**src/rtl/mfm_sep_pkg.sv**
```systemverilog
`timescale 1ns/1ps
package mfm_sep_pkg;
  localparam int unsigned DEF_SEQ_W     = 8;
  localparam int unsigned DEF_DATA_W    = 16;
  localparam int unsigned DEF_SYNC_LEN  = 3;
  localparam int unsigned DEF_SHAPE_LEN = 2;

  // bits needed to hold a down-counter loaded with n
  function automatic int unsigned cnt_bits(input int unsigned n);
    return (n < 2) ? 1 : $clog2(n + 1);
  endfunction
endpackage

```
**src/rtl/rd_sync_shaper.sv**
```systemverilog
`timescale 1ns/1ps
module rd_sync_shaper #(
  parameter int unsigned SYNC_LEN  = 3,
  parameter int unsigned SHAPE_LEN = 2
) (
  input  logic clk,
  input  logic rst,
  input  logic rd_n,
  output logic shp_n,
  output logic hit
);
  localparam int unsigned    CW   = mfm_sep_pkg::cnt_bits(SHAPE_LEN);
  localparam logic [CW-1:0]  LOAD = CW'(SHAPE_LEN);

  logic [SYNC_LEN-1:0] sync_q;
  logic [CW-1:0]       cnt_q;
  logic                fall;

  // capture chain: stage 0 samples the pin, stage SYNC_LEN-1 is oldest
  genvar i;
  generate
    for (i = 0; i < SYNC_LEN; i++) begin : g_sync
      if (i == 0) begin : g_first
        always_ff @(posedge clk) begin
          if (rst) sync_q[0] <= 1'b1;
          else     sync_q[0] <= rd_n;
        end
      end else begin : g_next
        always_ff @(posedge clk) begin
          if (rst) sync_q[i] <= 1'b1;
          else     sync_q[i] <= sync_q[i-1];
        end
      end
    end
  endgenerate

  assign fall = sync_q[SYNC_LEN-1] & ~sync_q[SYNC_LEN-2];

  always_ff @(posedge clk) begin
    if (rst)               cnt_q <= '0;
    else if (fall)         cnt_q <= LOAD;
    else if (cnt_q != '0)  cnt_q <= cnt_q - 1'b1;
  end

  assign shp_n = (cnt_q == '0);
  assign hit   = (cnt_q == LOAD);
endmodule

```
**src/rtl/tri_sequencer.sv**
```systemverilog
`timescale 1ns/1ps
module tri_sequencer #(
  parameter int unsigned SEQ_W = 8
) (
  input  logic             clk,
  input  logic             rst,
  input  logic             clr,
  output logic [SEQ_W-1:0] seq,
  output logic             msb
);
  logic [SEQ_W-1:0] seq_q;
  logic [SEQ_W-1:0] seq_d;

  // twisted ring: fills with ones, then drains, 2*SEQ_W states
  genvar i;
  generate
    for (i = 0; i < SEQ_W; i++) begin : g_stage
      if (i == 0) begin : g_head
        assign seq_d[0] = ~seq_q[SEQ_W-1];
      end else begin : g_body
        assign seq_d[i] = seq_q[i-1];
      end
    end
  endgenerate

  always_ff @(posedge clk) begin
    if (rst || clr) seq_q <= '0;
    else            seq_q <= seq_d;
  end

  assign seq = seq_q;
  assign msb = seq_q[SEQ_W-1];
endmodule

```
**src/rtl/cell_capture.sv**
```systemverilog
`timescale 1ns/1ps
module cell_capture #(
  parameter int unsigned DATA_W = 16
) (
  input  logic              clk,
  input  logic              rst,
  input  logic              msb,
  input  logic              hit,
  output logic              tog,
  output logic              win,
  output logic [DATA_W-1:0] data,
  output logic              bit_valid
);
  logic              msb_q;
  logic              win_q;
  logic              flag_q;
  logic              valid_q;
  logic [DATA_W-1:0] data_q;

  assign tog = msb & ~msb_q;

  always_ff @(posedge clk) begin
    if (rst) begin
      msb_q   <= 1'b0;
      win_q   <= 1'b0;
      flag_q  <= 1'b0;
      valid_q <= 1'b0;
      data_q  <= '0;
    end else begin
      msb_q   <= msb;
      valid_q <= tog;
      if (tog) begin
        win_q  <= ~win_q;
        data_q <= {data_q[DATA_W-2:0], flag_q};
        flag_q <= hit;          // a pulse on the boundary belongs to the new cell
      end else if (hit) begin
        flag_q <= 1'b1;
      end
    end
  end

  assign win       = win_q;
  assign data      = data_q;
  assign bit_valid = valid_q;
endmodule

```
**src/rtl/mfm_window_sep.sv**
```systemverilog
`timescale 1ns/1ps
module mfm_window_sep
  import mfm_sep_pkg::*;
#(
  parameter int unsigned SEQ_W     = DEF_SEQ_W,
  parameter int unsigned DATA_W    = DEF_DATA_W,
  parameter int unsigned SYNC_LEN  = DEF_SYNC_LEN,
  parameter int unsigned SHAPE_LEN = DEF_SHAPE_LEN
) (
  input  logic              clk,
  input  logic              rst,
  input  logic              rd_n,
  output logic              win,
  output logic [DATA_W-1:0] data,
  output logic              bit_valid
);
  logic             shp_n;
  logic             hit;
  logic [SEQ_W-1:0] seq;
  logic             msb;
  logic             tog;

  rd_sync_shaper #(.SYNC_LEN(SYNC_LEN), .SHAPE_LEN(SHAPE_LEN)) u_shape (
    .clk(clk), .rst(rst), .rd_n(rd_n), .shp_n(shp_n), .hit(hit)
  );

  tri_sequencer #(.SEQ_W(SEQ_W)) u_seq (
    .clk(clk), .rst(rst), .clr(hit), .seq(seq), .msb(msb)
  );

  cell_capture #(.DATA_W(DATA_W)) u_cap (
    .clk(clk), .rst(rst), .msb(msb), .hit(hit), .tog(tog),
    .win(win), .data(data), .bit_valid(bit_valid)
  );
endmodule

```
**config.mk**
```make
export PLATFORM = sky130hd
export DESIGN_NAME = mfm_window_sep
export DESIGN_NICKNAME = d
export VERILOG_FILES = /design/src/rtl/mfm_sep_pkg.sv /design/src/rtl/rd_sync_shaper.sv /design/src/rtl/tri_sequencer.sv /design/src/rtl/cell_capture.sv /design/src/rtl/mfm_window_sep.sv
export SDC_FILE = /design/constraint.sdc
export NUM_CORES = 1
export LEC_CHECK = 0
export CAP_MARGIN = 10
export CORE_MARGIN = 5
export CORE_UTILIZATION = 49
export DETAILED_ROUTE_END_ITERATION = 16
export PLACE_DENSITY_LB_ADDON = 0.05
export SYNTH_ARGS = -nofsm -noshare
export SYNTH_HDL_FRONTEND = slang
export SYNTH_SLANG_ARGS = --single-unit
```
**constraint.sdc**
```tcl
create_clock -name clk -period 1.3 [get_ports clk]
set_input_delay 0.26 -clock clk [delete_from_list [all_inputs] [get_ports clk]]
set_output_delay 0.26 -clock clk [all_outputs]
set_load 0.03 [all_outputs]
```
# Word level (Yosys, flattened, before mapping)
# Cells that the tools add are included.
# op_classes
muxes	4
add_sub_neg	1
n_reduce_logical	5
n_bitwise	6
eq_ne	1
# ops
operator	count
$reduce_bool 2->1	3
$mux 2	2
$not 1->1	4
$and 1x1->1	2
$eq 2x2->1 const B	1
$mux 1	2
$reduce_or 2->1	1
$sub 2x1->2 const B	1
$logic_or 1x1->1	1
# totals
regBits	33
wordCells	28

# Depth between registers and ports, before layout
# logic_depth
ltp_word	3
mapped_depth	4

# By module
# A second synthesis with hierarchy kept.
# hier_totals
cells_unflattened	105
area_unflattened_um2	1263.7
# modules_own_cells
module	cells_per_inst	n_inst	area_per_inst_um2	seq_area_each_um2
cell_capture	65	1	763.2	400.4
tri_sequencer	26	1	340.3	160.2
rd_sync_shaper	14	1	160.2	100.1

# Worst setup path after synthesis
# Ideal clock, no wire load.
# synth_path
kind	register -> register
startpoint	reg u_seq.seq_q[7], in the netlist u_seq.seq[7]
endpoint	reg u_cap.win_q, in the netlist u_cap.win
t_required_ps	1179
path_buffers	1
slack_ps	268
t_arrival_ps	912
path_stages_with_launch	4
period_less_slack_ps	1032
path_cell_list	dfxtp_1 nor2b_4 buf_6 mux2_2
# synth_between
elab_chain_cells	1
# synth_lines
element	line	text
start, declared	tri_sequencer.sv:11	logic [SEQ_W-1:0] seq_q;
start signal, assigned	tri_sequencer.sv:28	else seq_q <= seq_d;
$and 1x1->1	cell_capture.sv:20	assign tog = msb & ~msb_q;
end signal, assigned	cell_capture.sv:33	win_q <= ~win_q;
end, declared	cell_capture.sv:15	logic win_q;
# No other way between the ends.
# A chain may end at the register's enable or synchronous reset.

# Worst setup path after layout
# layout_path
startpoint	reg u_cap.valid_q, in the netlist u_cap.bit_valid
endpoint	out bit_valid
# layout_rtl
element	line	text
start, declared	cell_capture.sv:17	logic valid_q;
start signal, assigned	cell_capture.sv:31	valid_q <= tog;
end, declared	mfm_window_sep.sv:15	output logic bit_valid
# No word-level cell between the ends.

==> impl_metrics.yaml <==
grt:
  grt_overflow: 0
  grt_pass1_wl_um: 3056
  grt_start_max_net_pins: 20
  antenna_found_initial: 0
  grt_pass1_vias: 725
  grt_util_all_layers_pct: 12.27
cts:
  cts_tree: "yes"
  cts_max_level: 2
  clockRootBuffer: "clkbuf_4"
  cts.clk_slew.worst_paths_ns: 0.10
  cts_hold_buf: 0
  cts_setup_buffers: 0
  clock_path_buffers: 2
  cts_sinks: 33
  cts_made_buffers: 5
  clock_latency_ns: 0.32
floorplan:
  die_y_um: 58.63
  die_w_um: 58.63
  row_count: 17
  die_area_um2: 3437
  ios: 21
  fp.coreArea_um2: 2233
  initial_core_util_pct: 51.88
layout:
  nets: 128
  drive_above_1_share_pct: 29.37
  final_cell_mix: "dfxtp_1 (33), nand2b_1 (18), mux2i_1 (16), clkdlybuf4s15_2 (13)"
  area_delta_synth_final_pct: 26.03
  diodes: 0
  final_common_cell: "dfxtp_1"
yosys:
  synth.avg_cell_area_um2: 11.82
  seq_area_frac_synth_pct: 57.02
  synthDistinctLibCells: 18
  synthDominantCellAreaShare_pct: 57.02
  syn_nets: 101
  netlist_area_um2: 1159
  synth.area.top_cells: "dfxtp_1 (57%), mux2i_1 (14%), nand2b_1 (9.7%)"
  synth_warnings: 0
  synth-seq-cells: 33
  synth_area_leader_cell: "dfxtp_1"
  syn_inst: 98
sta:
  slew_viol_final: 0
  finalClockSkew_ns: 0.005871
  setup_violations: 0
  maxSlewHeadroom_pct: 80.43
  clock.fmax_ghz: 0.8018
  worst_slew_pin_slew_ns: 0.2948
  hold_viol: 0
  fin_ws_ns: 0.05284
  min_period_over_period_pct: 95.94
  post-route-min-period_ns: 1.247
  rsz0062_at_grt: "no"
  timing.hold.ws_ns: 0.4286
power:
  vdd_ir_drop_max_mv: 0.9369
  p_per_area_nw_per_um2: 1173
  power.leakage_uw: 0.0005674
hold_path:
  hp-class: "flop to flop"
  min_from: "u_shape.sync_q[0]$_SDFF_PP1_"
  min_path_cells: 1
  hold_path_end: "u_shape.sync_q[1]$_SDFF_PP1_"
placement:
  dp_hpwl_um: 1286
  io_buffers: 20
  gp_congestion: 0.6369
  pre_cts_ws_ns: -0.01950
setup_path:
  regToRegEndpoint: "u_cap.data[6]$_SDFFE_PP0P_"
  critPathKind: "flop to output pin"
  crit_required_ns: 1.04
  worstPathArrival_ns: 0.99
  end_kind: "output pin"
  cpPeakStageDelay_ns: 0.35
  critPathMaxFanout: 1
  r2r_cells: 3
  cp_top_family: "buffers and inverters"
  cp_slowest_cell: "clkdlybuf4s15_1"
  r2r_setup_slack_ns: 0.27
  r2r_start: "u_seq.seq[7]$_SDFF_PP0_"
  cp-start-kind: "flop"
  path_cells: "clkdlybuf4s15_1"
  crit_buf_inv: 1
  worstSetupStartpoint: "u_cap.bit_valid$_SDFF_PP0_"
outcome:
  status: "finished clean"
routing:
  highest_layer: "met4"
  totalWireLength_um: 1862
  postRouteAntennaNets: 0
  via_count: 725
  met1_length_um: 897
  vias_per_cell: 4.708
  firstDrtPassIters: 4
  route.met3.wl_um: 149
  wl_met2_um: 776
  drt_iter0_markers: 12
  drc: 0
  wl_per_cell_um: 12.09
run:
  drv_cap: 0
-- power by group --
group	internal [uW]	switching [uW]	leakage (uW)
clock network	313	319	0.0000413
registers	1020	3.61	0.000267
logic	31.6	22.3	0.000259
total	1370	345	0.000567
-- metal layers --
metal,GRT usage [%],vias up
li1,-,372
met1,14.23,327
met2,17.70,21
met3,7.018,5
met4,6.796,0
met5,0,-
-- repair_timing --
action,CTS,global route
setup endpoints to repair,17,4
gates resized for setup,47,5
pin swaps,0,0
-- logic make-up after synthesis --
logic type	synth area share (%)
simple gates	21.71
flops	57.02
mux	14.79
buf+inv	5.075
compound gates	1.404
-- cell type report --
cell class | instances | area (um^2)
Sequential cell | 33 | 660.6
Multi-Input combinational cell | 57 | 439.2
Clock inverter | 1 | 5.005
Timing Repair Buffer | 27 | 251.5
Fill cell | 177 | 773.2
Clock buffer | 7 | 65.06
Tap cell | 28 | 35.03
Inverter | 1 | 3.754
-- Yosys cell counts (all sizes together) --
| cell type | number |
|---|---|
| and2 | 1 |
| buf | 6 |
| clkbuf | 1 |
| dfxtp | 33 |
| inv | 1 |
| mux2 | 1 |
| mux2i | 16 |
| nand2b | 18 |
| nor2 | 1 |
| nor2b | 6 |
| nor3 | 1 |
| nor3b | 8 |
| o21a | 1 |
| o2bb2ai | 1 |
| or2 | 3 |
-- sequential cells by signal, summed over array words and instances, names as in the netlist --
signal           cells
u_seq.seq            8
u_shape.cnt_q        2
u_cap.bit_valid      1
u_cap.msb_q          1
u_cap.flag_q         1
u_cap.win            1
u_shape.sync_q       3
u_cap.data          16
-- how the worst max path moves through the flow --
stage	to	slack (ns)	depth (start not counted)
after floorplan	u_cap.win$_SDFFE_PP0P_	0.27	3
after global placement	u_cap.data[0]$_SDFFE_PP0P_	0.002	4
after detailed placement	u_seq.seq[0]$_SDFF_PP0_	-0.02	4
after CTS	data[1]	0.002	1
after global routing	data[12]	0.001	1
final	bit_valid	0.05	1
-- stage by stage --
stage / utilization [%] / area, um^2 / total power (uW) / std cells / TNS (ns)
CTS: 66.05 / 1475 / 1732 / 154 / 0
global placement: 62.18 / 1389 / 1103 / 146 / 0
finish: 65.38 / 1460 / 1713 / 154 / 0
detailed placement: 62.18 / 1389 / 1105 / 146 / -0.08850
global route: 65.38 / 1460 / 1790 / 154 / 0
floorplan: - / 1159 / 1083 / 98 / 0
No activity file was read; power rests on OpenSTA's default activity.
